File: src/rtl/npc_pkg.sv
`timescale 1ns/1ps
package npc_pkg;
  localparam int XLEN   = 32;
  localparam int OP_W   = 6;
  localparam int FN_W   = 6;
  localparam int OFF_W  = 16;
  localparam int IDX_W  = 26;
  localparam int REGION_W = XLEN - IDX_W - 2;

  localparam logic [OP_W-1:0] OP_SPECIAL = 6'h00;
  localparam logic [OP_W-1:0] OP_JUMP    = 6'h02;
  localparam logic [OP_W-1:0] OP_CALL    = 6'h03;
  localparam logic [OP_W-1:0] OP_BR_EQ   = 6'h04;
  localparam logic [OP_W-1:0] OP_BR_NE   = 6'h05;
  localparam logic [FN_W-1:0] FN_REG_JMP = 6'h08;

  typedef enum logic [2:0] {
    FLOW_SEQ,
    FLOW_BR_EQ,
    FLOW_BR_NE,
    FLOW_JUMP,
    FLOW_CALL,
    FLOW_REG
  } flow_e;

  function automatic logic [XLEN-1:0] succ_addr(input logic [XLEN-1:0] a);
    return a + XLEN'(4);
  endfunction

  // word offset, sign extended, scaled to bytes, relative to the successor
  function automatic logic [XLEN-1:0] rel_target(input logic [XLEN-1:0] succ,
                                                 input logic [OFF_W-1:0] off);
    logic [XLEN-1:0] disp;
    disp = {{(XLEN-OFF_W-2){off[OFF_W-1]}}, off, 2'b00};
    return succ + disp;
  endfunction

  // region bits of the successor joined with the word index
  function automatic logic [XLEN-1:0] region_target(input logic [XLEN-1:0] succ,
                                                    input logic [IDX_W-1:0] idx);
    return {succ[XLEN-1 -: REGION_W], idx, 2'b00};
  endfunction
endpackage

File: src/rtl/npc_decode.sv
`timescale 1ns/1ps
module npc_decode
  import npc_pkg::*;
(
  input  logic [XLEN-1:0]  instr,
  output flow_e            flow,
  output logic [OFF_W-1:0] off,
  output logic [IDX_W-1:0] idx
);
  logic [OP_W-1:0] opcode;
  logic [FN_W-1:0] fn;
  logic [XLEN-OP_W-FN_W-1:0] unused_mid;

  assign opcode = instr[XLEN-1 -: OP_W];
  assign fn     = instr[FN_W-1:0];
  assign off    = instr[OFF_W-1:0];
  assign idx    = instr[IDX_W-1:0];
  assign unused_mid = instr[XLEN-OP_W-1:FN_W];

  always_comb begin
    unique case (opcode)
      OP_BR_EQ:   flow = FLOW_BR_EQ;
      OP_BR_NE:   flow = FLOW_BR_NE;
      OP_JUMP:    flow = FLOW_JUMP;
      OP_CALL:    flow = FLOW_CALL;
      OP_SPECIAL: flow = (fn == FN_REG_JMP) ? FLOW_REG : FLOW_SEQ;
      default:    flow = FLOW_SEQ;
    endcase
  end
endmodule

File: src/rtl/npc_select.sv
`timescale 1ns/1ps
module npc_select
  import npc_pkg::*;
(
  input  flow_e            flow,
  input  logic             regs_equal,
  input  logic [XLEN-1:0]  pc,
  input  logic [XLEN-1:0]  rs_value,
  input  logic [OFF_W-1:0] off,
  input  logic [IDX_W-1:0] idx,
  output logic [XLEN-1:0]  next_pc,
  output logic             branch_taken,
  output logic             link_we,
  output logic [XLEN-1:0]  link_value
);
  logic [XLEN-1:0] succ;
  logic [XLEN-1:0] br_tgt;
  logic [XLEN-1:0] jmp_tgt;

  assign succ    = succ_addr(pc);
  assign br_tgt  = rel_target(succ, off);
  assign jmp_tgt = region_target(succ, idx);

  assign branch_taken = ((flow == FLOW_BR_EQ) &&  regs_equal) ||
                        ((flow == FLOW_BR_NE) && !regs_equal);

  always_comb begin
    unique case (flow)
      FLOW_BR_EQ,
      FLOW_BR_NE: next_pc = branch_taken ? br_tgt : succ;
      FLOW_JUMP,
      FLOW_CALL:  next_pc = jmp_tgt;
      FLOW_REG:   next_pc = rs_value;
      default:    next_pc = succ;
    endcase
  end

  assign link_we    = (flow == FLOW_CALL);
  assign link_value = succ;
endmodule

File: src/rtl/npc_pc_reg.sv
`timescale 1ns/1ps
module npc_pc_reg
  import npc_pkg::*;
#(
  parameter logic [XLEN-1:0] RESET_VEC = 32'h0040_0000
)(
  input  logic            clk,
  input  logic            rst,
  input  logic [XLEN-1:0] d,
  output logic [XLEN-1:0] q
);
  always_ff @(posedge clk) begin
    if (rst) q <= RESET_VEC;
    else     q <= d;
  end
endmodule

File: src/rtl/npc_unit.sv
`timescale 1ns/1ps
module npc_unit
  import npc_pkg::*;
#(
  parameter logic [31:0] RESET_VEC = 32'h0040_0000
)(
  input  logic        clk,
  input  logic        rst,
  input  logic [31:0] instr,
  input  logic        regs_equal,
  input  logic [31:0] rs_value,
  output logic [31:0] pc,
  output logic [31:0] next_pc,
  output logic        link_we,
  output logic [31:0] link_value
);
  flow_e            flow;
  logic [OFF_W-1:0] off;
  logic [IDX_W-1:0] idx;
  logic             branch_taken;

  npc_decode u_dec (
    .instr (instr),
    .flow  (flow),
    .off   (off),
    .idx   (idx)
  );

  npc_select u_sel (
    .flow         (flow),
    .regs_equal   (regs_equal),
    .pc           (pc),
    .rs_value     (rs_value),
    .off          (off),
    .idx          (idx),
    .next_pc      (next_pc),
    .branch_taken (branch_taken),
    .link_we      (link_we),
    .link_value   (link_value)
  );

  npc_pc_reg #(.RESET_VEC(RESET_VEC)) u_pc (
    .clk (clk),
    .rst (rst),
    .d   (next_pc),
    .q   (pc)
  );
endmodule

File: config.mk
export PLATFORM = sky130hd
export DESIGN_NAME = npc_unit
export DESIGN_NICKNAME = d
export VERILOG_FILES = /design/src/rtl/npc_pkg.sv /design/src/rtl/npc_decode.sv /design/src/rtl/npc_select.sv /design/src/rtl/npc_pc_reg.sv /design/src/rtl/npc_unit.sv
export SDC_FILE = /design/constraint.sdc
export NUM_CORES = 1
export LEC_CHECK = 0
export ABC_AREA = 1
export BUFFER_PORTS_ARGS = -buffer_cell sky130_fd_sc_hd__buf_2
export CORE_ASPECT_RATIO = 0.7
export CORE_MARGIN = 1.5
export CORE_UTILIZATION = 53
export CTS_CLUSTER_DIAMETER = 50
export CTS_CLUSTER_SIZE = 28
export DETAILED_ROUTE_END_ITERATION = 6
export PLACE_DENSITY = 0.82
export SETUP_SLACK_MARGIN = 0.15
export SLEW_MARGIN = 15
export SYNTH_ARGS = -nofsm -noshare
export SYNTH_HDL_FRONTEND = slang
export SYNTH_HIERARCHICAL = 1
export SYNTH_SLANG_ARGS = --single-unit
File: constraint.sdc
create_clock -name clk -period 2.9 [get_ports clk]
set_input_delay 0.145 -clock clk [delete_from_list [all_inputs] [get_ports clk]]
set_output_delay 0.145 -clock clk [all_outputs]
set_load 0.05 [all_outputs]
==> metrics.md, run 1 <==
| Metric | Value |
|---|---|
| Synth Instances | 943 |
| CTS max path bufs | 2 |
| CTS buffer count | 5 |
| Mean Syn Cell Area | 5.559 sq um |
| Number of synthesized register bits | 32 |
| Worst EP post-GRT repair | next_pc[25] |
| Die Ht | 86.21 um |
| Die Wd | 121.9 um |
| Worst_ep kind | primary output |
| Synth unique cells | 43 |
| Number of enable flip-flop cells after synthesis | 0 |
| Setup WS pre-CTS | -0.2953 ns |
| RePlAce Congestion | 1.030 |
| Root Buffer | clkbuf_16 |
| Syn Std Cell Area | 0.005243 sq mm |
| Status | aborted with a tool error |
| Fail Step | global routing (5_1_grt) |
| Max H-tree Level | 2 |
| Most used DFF post-synth | dfxtp_1 |
| First Err | [ERROR DPL-0038] Utilization greater than 100%, impossible to legalize |
| Starting Density | 0.5435 |
| Synth Net Count | 1045 |
| Clk sinks | 32 |
| Sequential share of the synthesized area | 0.1222 |
| Largest net degree at the start of global routing | 33 |
| HPWL Detailed | 18000 um |
| Synth warn | 6 |
| Number of buffers added on ports | 163 |
| Async S/R FF share, synth | 0 |
| Rows | 30 |
| I/O Pins | 164 |
timing repair:
| action | CTS |
|---|---|
| pin swaps | 88 |
| hold buffers | 0 |
| setup endpoints to repair | 47 |
| buffers inserted | 40 |
| resized for setup | 258 |
per-stage QoR:
| stage | std cells | area, sq um |
|---|---|---|
| after CTS | 1388 | 9203 |
| after detailed placement | 1340 | 7761 |
| after global placement | 1340 | 7761 |
| after floorplan | 943 | 5937 |
cells by family after synthesis:
logic type	Yosys count	share of synthesized area
adders and majority gates	35	0.08496
xor gates and xnor gates	16	0.02673
buffers and inverters	231	0.2041
AOI/OAI and AO/OA	126	0.1492
DFF	32	0.1222
and+or+nand+nor	503	0.4129
synth_stat cells (4+ instances only):
master	n	area, sq um
nor2_2	5	31.28
nand2_2	5	31.28
buf_4	45	337.8
nor3_1	14	70.07
o21bai_1	7	52.55
nand2_4	4	45.04
ha_1	34	425.4
nor2_1	117	439.2
xnor2_1	4	35.03
xor2_1	12	105.1
nand3_1	78	390.4
inv_1	161	604.3
dfxtp_1	32	640.6
o211ai_1	10	75.07
a22oi_1	24	180.2
nand2_1	255	957.2
inv_2	12	45.04
buf_2	9	45.04
o21ai_0	16	80.08
nand4_1	12	75.07
o21ai_1	11	55.05
a21oi_1	47	235.2
==> run 2: changes to the inputs <==
--- a/config.mk
+++ b/config.mk
@@ -7,14 +7,10 @@
 export LEC_CHECK = 0
 export ABC_AREA = 1
 export BUFFER_PORTS_ARGS = -buffer_cell sky130_fd_sc_hd__buf_2
-export CORE_ASPECT_RATIO = 0.7
 export CORE_MARGIN = 1.5
-export CORE_UTILIZATION = 53
-export CTS_CLUSTER_DIAMETER = 50
-export CTS_CLUSTER_SIZE = 28
+export CORE_UTILIZATION = 40
 export DETAILED_ROUTE_END_ITERATION = 6
-export PLACE_DENSITY = 0.82
-export SETUP_SLACK_MARGIN = 0.15
+export PLACE_DENSITY_LB_ADDON = 0.15
 export SLEW_MARGIN = 15
 export SYNTH_ARGS = -nofsm -noshare
 export SYNTH_HDL_FRONTEND = slang
==> run 2 against run 1 <==
Net effect:
- the flow now finishes, with violations (setup timing)
- synthesized area stayed put
- synthesized cell count stayed put
==> metrics.md, run 2 <==
| Metric | Value |
|---|---|
| Worst path arrival time | 3.21 ns |
| Vias | 7877 |
| DRT Wirelength | 26660 um |
| Worst min path class | in2reg |
| PwrDens | 351.1 mW/mm^2 |
| Worst vdd ir | 243.8 uV |
| RSZ-0062 raised after global routing | true |
| Largest area contributor in the netlist | nand2_1 (unchanged) |
| Cell with the most instances after synthesis | nand2_1 (unchanged) |
| Final Max Slew Viols | 0 |
| DR DRC count | 0 |
| Relative slew margins | 0.3924 |
| Layout cells sized above 1 | 0.6090 |
| Area contributors post-synth | nand2_1 18%, dfxtp_1 12%, inv_1 12%, nor2_1 8.4%, ha_1 8.1% (unchanged) |
| Final setup violation count | 44 |
| Leakage | 5.118 nW |
| Most frequent cells in the layout | 209 x buf_4, 167 x nand2_1, 135 x buf_2, 121 x inv_1, 72 x nor2_1 |
| CP Max Fanout | 4 |
| Setup CP Type | reg2out |
| Initial antenna violation count | 1 |
| Crit path launch type | register |
| Fin crit share | 1.157 |
| Vias per cell | 5.388 |
| Rows | 41 (was 30) |
| CTS clk-pin slew, worst paths | 0.06 ns |
| WL/cell | 18.24 um |
| Initial DRC Count | 859 |
| Reg with most FFs | u_pc/q |
| Die Ht | 117.5 um (was 86.21 um) |
| CTS tree | done |
| Vias in the first global route | 7209 |
| Finished Core Util | 0.7934 |
| XOR/XNOR share of the synthesized area | 0.02673 (unchanged) |
| Number of synthesized register bits | 32 (unchanged) |
| Top-area cell type share of the netlist area | 0.1826 (unchanged) |
| Final Skew | 0.004854 ns |
| Status | finished with violations (was aborted with a tool error) |
| Failing checks | setup timing |
| Synth warn | 6 (unchanged) |
| First-pass GRT wire length | 37050 um |
| Final worst slack | -0.4560 ns |
| Max H-tree Level | 2 (unchanged) |
| Final hold violations | 0 |
| Starting Density | 0.4121 (was 0.5435) |
| Max Cap Violations | 0 |
| Die Wd | 117.5 um (was 121.9 um) |
| Post-route ant nets | 0 |
| CTS buffer count | 5 (unchanged) |
| Post-synth top cells | 255 x nand2_1, 161 x inv_1, 117 x nor2_1, 78 x nand3_1, 47 x a21oi_1 (unchanged) |
| Sequential share of the synthesized area | 0.1222 (unchanged) |
| Nets | 1390 |
| Largest net degree at the start of global routing | 33 |
| Final Non-Filler Cells | 1462 |
| Die area | 0.01380 sq mm |
| Post-synthesis compound-gate area fraction | 0.1492 (unchanged) |
| CP Capture Type | output port |
| Placed instance count | 1397 (was 1340) |
| Hold WS | 0.2113 ns |
| Multiplexer share of the synthesized area | 0 (unchanged) |
| Simple-gate share of the synthesized area | 0.4129 (unchanged) |
| Total grt overflow | 0 |
| Post-route minimum period | 3.356 ns |
| Mean Syn Cell Area | 5.559 sq um (unchanged) |
| HPWL Detailed | 18340 um (was 18000 um) |
| Clk_lat worst skew | 0.29 ns |
| Number of buffers added on ports | 163 (unchanged) |
| Crit path required time | 2.76 ns |
| Synth Net Count | 1045 (unchanged) |
| All-Layer GR Usage | 0.3373 |
| Synth Instances | 943 (unchanged) |
| I/O Pins | 164 (unchanged) |
| Synth unique cells | 43 (unchanged) |
| Setup TNS | -11.02 ns |
| Area delta synth->final | 92.53% |
| Largest family of logic cells by synthesized area | simple AND/OR/NAND/NOR gates (unchanged) |
| Number of enable flip-flop cells after synthesis | 0 (unchanged) |
| Worst-margin pin slew | 0.9114 ns |
| Core area | 0.01272 sq mm |
| Most common cell after layout, fill and taps aside | buf_4 |
| Adder-cell share of the synthesized area | 0.08496 (unchanged) |
| Async S/R FF share, synth | 0 (unchanged) |
| Max reg flops | 32 |
| F_max | 0.2980 GHz |
| First drt pass iteration count | 5 |
| CTS max path bufs | 2 (unchanged) |
| Syn Std Cell Area | 0.005243 sq mm (unchanged) |
| Root Buffer | clkbuf_16 (unchanged) |
| Clk sinks | 32 (unchanged) |
| Regs by FF count | u_pc/q: 32 flops |
| RePlAce Congestion | 0.9734 (was 1.030) |
| Most used DFF post-synth | dfxtp_1 (unchanged) |
run 2: final cells by class:
class	count	area, sq um
multi-input combinational	680	5434
timing repair buffer	396	2905
fill	837	2629
sequential	32	715.7
inverter	173	671.9
tap	172	215.2
clock buffer	6	138.9
clock inverter	2	10.01
antenna	1	2.502
run 2: final timing paths:
check,start,end,slack (ns),cells past startpoint
setup / recovery,u_pc/q[3],next_pc[18],-0.46,18
hold / removal,rs_value[0],u_pc/q[0],0.21,4
setup reg to reg,u_pc/q[5],u_pc/q[30],-0.41,24
hold reg to reg,u_pc/q[1],u_pc/q[1],0.63,3
run 2: stage by stage:
stage	setup WS, ns	power, mW	instance area, sq um
global route	-0.6507	3.672	10090
finish	-0.4560	3.543	10090
detailed placement	-0.3825	2.327	7812
floorplan	-0.5284	1.703	5848
global placement	-0.4095	2.321	7812
CTS	-0.3416	3.182	9146
run 2: critical path, cell delays in order, from the launching register on:
cell      delay, ns
dfxtp_4        0.38
ha_4           0.16
nand2_4        0.08
nor2_4         0.16
inv_2          0.07
nor2_4         0.16
xor2_2         0.22
inv_2          0.08
ha_4           0.28
buf_6          0.13
nand2_8        0.08
nor2_4         0.04
buf_4          0.14
nand2_2        0.07
nand2_4        0.06
a211o_1        0.28
nand3_2        0.11
o211ai_1       0.17
buf_4          0.25
run 2: per-layer routing:
layer,up-vias,global-route usage,routed length (um)
met5,-,0,0
met4,0,0.1143,1069
met3,100,0.04264,2187
met2,449,0.5614,12600
met1,3690,0.4513,10810
li1,3638,-,-
run 2: repair_timing:
action | CTS | global route
pin swaps | 79 | 114
setup buffers | 28 | 30
gates resized for setup | 233 | 191
hold buffers | 0 | 0
hold endpoints to repair | 0 | 0
setup endpoints to repair | 45 | 51
run 2: cells by family (layout without fill, tap and decap cells):
kind of cell / Yosys count / count (layout)
adder cells (fa/ha/maj): 35 / 35
other: 0 / 1
AO/OA/AOI/OAI: 126 / 126
XOR/XNOR: 16 / 16
AND/OR/NAND/NOR: 503 / 503
flip-flops: 32 / 32
buffers and inverters: 231 / 577
run 2: power breakdown:
part	internal [mW]	switching (mW)	leakage [nW]	total, mW
logic	0.961	1.50	4.77	2.46
registers	0.482	0.0502	0.276	0.533
clock network	0.339	0.216	0.0766	0.554
total	1.78	1.76	5.12	3.54
(Power assumes the default switching activity.)
